$ cat src/rtl/eint_pkg.sv
package eint_pkg;

    localparam int REG_ADDR_W = 2;

    typedef enum logic [REG_ADDR_W-1:0] {
        SEL_SENSE = 2'd0,
        SEL_POL   = 2'd1,
        SEL_PEND  = 2'd2,
        SEL_NONE  = 2'd3
    } reg_sel_t;

    typedef enum logic {
        CH_IDLE    = 1'b0,
        CH_PENDING = 1'b1
    } ch_state_t;

endpackage

$ cat src/rtl/eint_sync.sv
module eint_sync #(
    parameter int   W       = 4,
    parameter int   STAGES  = 2,
    parameter logic RST_BIT = 1'b1
) (
    input  logic         clk,
    input  logic         rst_n,
    input  logic [W-1:0] async_in,
    output logic [W-1:0] sync_q,
    output logic [W-1:0] sync_old
);
    localparam int DEPTH = STAGES + 1;

    logic [W-1:0] chain [DEPTH];

    always_ff @(posedge clk or negedge rst_n) begin
        if (!rst_n) begin
            for (int s = 0; s < DEPTH; s++) begin
                chain[s] <= {W{RST_BIT}};
            end
        end else begin
            chain[0] <= async_in;
            for (int s = 1; s < DEPTH; s++) begin
                chain[s] <= chain[s-1];
            end
        end
    end

    // Last synchroniser stage and the one-clock history behind it.
    assign sync_q   = chain[STAGES-1];
    assign sync_old = chain[STAGES];

endmodule

$ cat src/rtl/eint_detect.sv
module eint_detect (
    input  logic sense_edge,
    input  logic pol_high,
    input  logic cur,
    input  logic old,
    output logic hit
);
    logic rise, fall, level_on;

    always_comb begin
        rise     = cur & ~old;
        fall     = ~cur & old;
        level_on = (cur == pol_high);
        if (sense_edge) begin
            hit = pol_high ? rise : fall;
        end else begin
            hit = level_on;
        end
    end

endmodule

$ cat src/rtl/eint_channel.sv
module eint_channel
    import eint_pkg::*;
(
    input  logic clk,
    input  logic rst_n,
    input  logic hit,
    input  logic cfg_chg,
    input  logic clr_req,
    output logic pending
);
    ch_state_t state_q, state_d;

    always_comb begin
        state_d = state_q;
        unique case (state_q)
            CH_IDLE: begin
                if (!cfg_chg && hit) begin
                    state_d = CH_PENDING;
                end
            end
            CH_PENDING: begin
                if (cfg_chg) begin
                    state_d = CH_IDLE;
                end else if (hit) begin
                    state_d = CH_PENDING;
                end else if (clr_req) begin
                    state_d = CH_IDLE;
                end
            end
            default: state_d = CH_IDLE;
        endcase
    end

    always_ff @(posedge clk or negedge rst_n) begin
        if (!rst_n) begin
            state_q <= CH_IDLE;
        end else begin
            state_q <= state_d;
        end
    end

    always_comb begin
        pending = (state_q == CH_PENDING);
    end

endmodule

$ cat src/rtl/eint_detector.sv
module eint_detector
    import eint_pkg::*;
#(
    parameter int NUM_CH      = 4,
    parameter int SYNC_STAGES = 2
) (
    input  logic                  clk,
    input  logic                  rst_n,
    input  logic [NUM_CH-1:0]     pin_in,
    input  logic                  reg_wr,
    input  logic [REG_ADDR_W-1:0] reg_addr,
    input  logic [NUM_CH-1:0]     reg_wdata,
    output logic [NUM_CH-1:0]     reg_rdata,
    output logic [NUM_CH-1:0]     irq
);
    logic [NUM_CH-1:0] mode_q, pol_q;
    logic [NUM_CH-1:0] pin_sync, pin_old;
    logic [NUM_CH-1:0] hit, cfg_chg, clr_req, pend;
    reg_sel_t          sel;

    assign sel = reg_sel_t'(reg_addr);

    eint_sync #(
        .W       (NUM_CH),
        .STAGES  (SYNC_STAGES),
        .RST_BIT (1'b1)
    ) u_sync (
        .clk      (clk),
        .rst_n    (rst_n),
        .async_in (pin_in),
        .sync_q   (pin_sync),
        .sync_old (pin_old)
    );

    // Write decode: configuration changes per channel and clear requests.
    always_comb begin
        cfg_chg = '0;
        clr_req = '0;
        if (reg_wr) begin
            unique case (sel)
                SEL_SENSE: cfg_chg = reg_wdata ^ mode_q;
                SEL_POL:   cfg_chg = reg_wdata ^ pol_q;
                SEL_PEND:  clr_req = reg_wdata;
                SEL_NONE:  ;
                default:   ;
            endcase
        end
    end

    always_ff @(posedge clk or negedge rst_n) begin
        if (!rst_n) begin
            mode_q <= '0;
            pol_q  <= '0;
        end else if (reg_wr) begin
            if (sel == SEL_SENSE) mode_q <= reg_wdata;
            if (sel == SEL_POL)   pol_q  <= reg_wdata;
        end
    end

    generate
        for (genvar i = 0; i < NUM_CH; i++) begin : g_ch
            eint_detect u_det (
                .sense_edge (mode_q[i]),
                .pol_high   (pol_q[i]),
                .cur        (pin_sync[i]),
                .old        (pin_old[i]),
                .hit        (hit[i])
            );
            eint_channel u_fsm (
                .clk     (clk),
                .rst_n   (rst_n),
                .hit     (hit[i]),
                .cfg_chg (cfg_chg[i]),
                .clr_req (clr_req[i]),
                .pending (pend[i])
            );
        end
    endgenerate

    always_comb begin
        unique case (sel)
            SEL_SENSE: reg_rdata = mode_q;
            SEL_POL:   reg_rdata = pol_q;
            SEL_PEND:  reg_rdata = pend;
            default:   reg_rdata = '0;
        endcase
    end

    assign irq = pend;

endmodule

$ cat config.mk
export PLATFORM = sky130hd
export DESIGN_NAME = eint_detector
export DESIGN_NICKNAME = d
export VERILOG_FILES = /design/src/rtl/eint_pkg.sv /design/src/rtl/eint_sync.sv /design/src/rtl/eint_detect.sv /design/src/rtl/eint_channel.sv /design/src/rtl/eint_detector.sv
export SDC_FILE = /design/constraint.sdc
export NUM_CORES = 1
export LEC_CHECK = 0
export CORE_ASPECT_RATIO = 1.1
export CORE_UTILIZATION = 40
export CTS_CLUSTER_DIAMETER = 80
export CTS_CLUSTER_SIZE = 40
export DETAILED_ROUTE_END_ITERATION = 10
export MAX_ROUTING_LAYER = met4
export PLACE_DENSITY = 0.64
export SYNTH_ARGS = -nofsm -noshare
export SYNTH_HDL_FRONTEND = slang
export SYNTH_SLANG_ARGS = --single-unit
$ cat constraint.sdc
create_clock -name clk -period 1.2 [get_ports clk]
set_input_delay 0.24 -clock clk [delete_from_list [all_inputs] [get_ports clk]]
set_output_delay 0.24 -clock clk [all_outputs]
set_load 0.1 [all_outputs]
==> results by group <==
Route
  – Per-cell routed wire length: roughly 15 um
  – Via count: roughly 930
  – Final antenna-violating net count: 0
  – Final WL: roughly 2700 um
  – Drt drc: 0
  – Via density: approximately 5.3
  – Number of DRC markers in iteration 0: 19
  – Number of iterations in the first detailed-routing pass: 4

Final layout
  – Nets@finish: 156
  – Final core area utilization: 0.694
  – Fin area: around 0.0019 mm^2
  – Most common cell after layout, fill and taps aside: buf_4
  – Area growth from synthesis to layout: 63.0%
  – Most frequent cells in the layout: buf_4 (20), dfstp_2 (12), buf_6 (11), clkdlybuf4s50_1 (9), buf_12 (9)
  – Layout cells sized above 1: 0.627
  – N_diodes: 0
  – FILL cells: around 210

Pwr
  – Pwr/cell area: around 1600 mW/mm^2
  – Total power: ~3.1 mW
  – Peak supply drop: 0.00120 V
  – Leakage: around 0.8 nW

Timing
  – Final worst path period share: 1.18
  – Final worst setup slack: -222 ps
  – Min cycle time layout: 1420 ps
  – Final hold vios: 0
  – Max_slew headroom: 0.842
  – Worst Clk Skew: roughly 4.1 ps
  – F_max: ~0.7 GHz
  – Final setup viols: 11
  – Max Slew Vio Count: 0
  – Worst slew pin tran: about 240 ps
  – RSZ-0062 raised after global routing: yes

Floorplan
  – Site row count: 20
  – Die Area: 0.00318 mm^2
  – Placeable Area: ~0.0028 mm^2
  – Die W: about 54 um
  – Die Height: between 50 and 60 um
  – Initial core utilization: 0.426
  – Ports: 21

Clocking
  – Root buf cell: clkbuf_4
  – Num CTS Buffers: 3
  – CTS tree: yes
  – CTS clk-pin slew, worst paths: 130 ps
  – H-tree Lvls: 1
  – Hold_buf cts: 0
  – Clock Sink Count: 24
  – Clk Latency, worst-skew pair: ~310 ps
  – Longest Clk Path Bufs: 2

Place
  – Placement Cell Area: between 0.0015 and 0.002 mm^2
  – Port Buffers: 20
  – DP HPWL: around 1800 um
  – GPL Wtd Cong: a little over 0.8
  – Post-place setup slack: -553 ps

Critical path
  – Max FO, Critical Path: 2
  – Worst reg-to-reg path cell count: 5
  – RR Startpoint: mode_q[3]
  – Req. time, crit path: ~960 ps
  – Crit-path max cell delay: 450 ps
  – FF-to-FF End: g_ch[3].u_fsm.pending
  – Cell chain of the critical path: mux2i_4 > o21ai_4 > buf_12
  – Crit path capture: reg_rdata[0]
  – Critical path capture point type: output port
  – Reg2reg setup slack: -100 ps
  – Start point of the critical path: mode_q[0]
  – CP arrival: 1180 ps
  – Startpoint Class: register
  – Worst Path Class, Setup: register to output port
  – CP max-delay cell: dfrtp_1

Global routing
  – GRT Util Overall: 0.200
  – Initial antenna violation count: 0
  – GR Util met2: 0.340
  – Grt ovf: 0
  – Met3 GRT Util: 0.0308
  – Met1 Use GR: 0.231
  – Most Crowded Layer GR: met2
  – Number of global-route vias before repair: roughly 940
  – Largest net degree at the start of global routing: 25
  – Global-route wire length before repair: around 4300 um

Synthesis
  – Syn Inst Count: between 90 and 100
  – Yosys reg bits: 24
  – Library cells used by synthesis: 26
  – Post-synthesis net count: 105
  – Seq/Total Area, Yosys: 0.521
  – Mapped Area: roughly 0.0012 mm^2
  – Ys Warns: 0
  – Synthesized area per cell: about 13 um^2

Job
  – MaxCap Viol Count: 0

Worst hold path
  – Worst hold path type: input pin to asynchronous set/reset pin

Run status
  – Failing checks: negative setup slack
  – Status: finished, violations left
-- state kept, by name (all words and copies together) (netlist names) --
name,cells
g_ch.u_fsm.pending,4
mode_q,4
pol_q,4
u_sync.chain,4
u_sync.sync_old,4
u_sync.sync_q,4
-- report_power, final --
| part | switching, mW | internal [mW] |
|---|---|---|
| Sequential | 0.129 | 0.942 |
| Combinational | 0.871 | 0.779 |
| Clock | 0.230 | 0.185 |
-- metrics by stage --
stage	hold WS, ps	TNS, ps	std cells
global route	250	-1930	175
detailed placement	349	-7900	158
finish	259	-1340	175
global placement	345	-7380	158
floorplan	-55.6	-409	92
CTS	242	-1490	174
-- final cells by class --
type | count | area (um^2) | share of cell area
multi-input combinational | 62 | 654 | 0.340
sequential | 24 | 621 | 0.322
timing repair buffer | 52 | 574 | 0.298
tap | 33 | 41.3 | 0.0214
clock buffer | 4 | 36.3 | 0.0188
-- cell usage after synthesis --
master | instances | share of area
a21boi_0 | 4 | 0.025
a21oi_1 | 1 | 0.0042
a221oi_1 | 3 | 0.022
a22oi_1 | 3 | 0.019
a2bb2oi_1 | 1 | 0.0074
a311oi_1 | 3 | 0.022
and2b_2 | 1 | 0.0074
and3b_2 | 1 | 0.0085
buf_4 | 4 | 0.025
buf_6 | 2 | 0.019
dfrtp_1 | 12 | 0.25
dfstp_2 | 12 | 0.27
mux2_2 | 8 | 0.076
mux2i_1 | 10 | 0.085
mux2i_4 | 1 | 0.019
nand2_1 | 5 | 0.016
nand2b_1 | 3 | 0.016
nand3b_1 | 3 | 0.019
nor2_1 | 3 | 0.0095
nor2b_1 | 1 | 0.0053
nor2b_4 | 1 | 0.012
o21ai_0 | 4 | 0.017
or3b_1 | 1 | 0.0074
or3b_2 | 2 | 0.015
xnor2_1 | 2 | 0.015
xor2_1 | 1 | 0.0074
-- logic make-up (layout without fill, tap and decap cells) --
logic type | Yosys count | count (layout) | share of synthesized area
multiplexers | 19 | 19 | 0.180
AO/OA/AOI/OAI | 19 | 19 | 0.117
XOR/XNOR | 3 | 3 | 0.0222
flip-flops | 24 | 24 | 0.521
buffers and inverters | 6 | 56 | 0.0444
AND/OR/NAND/NOR | 21 | 21 | 0.115
-- how the worst min path moves through the flow --
stage                            end  slack [ps]  cells past startpoint
4_1_cts                     pol_q[3]         240                      2
2_1_floorplan  g_ch[0].u_fsm.pending         -60                      0
5_1_grt                    mode_q[3]         250                      2
6_report                    pol_q[3]         260                      2
3_5_place_dp        u_sync.sync_q[1]         350                      0
3_3_place_gp        u_sync.sync_q[2]         350                      0
-- critical path, delay by kind of cell, from the launching register on --
family,cells,cell delay (ps)
DFF,1,450
buffers and inverters,1,160
AOI/OAI and AO/OA,1,70
muxes,1,190
-- metal layers --
| metal | part of all wire | vias up |
|---|---|---|
| met5 | 0 | - |
| met2 | 0.53 | 24 |
| met4 | 0.011 | 0 |
| met3 | 0.039 | 4 |
| li1 | - | 438 |
| met1 | 0.42 | 467 |
-- what timing repair did --
action                                  4_1_cts  5_1_grt
gates resized for setup                      32       14
buffers inserted                             12        4
endpoints found under the setup margin       20       14
pin swaps                                     2        5
(Power assumes the default switching activity.)
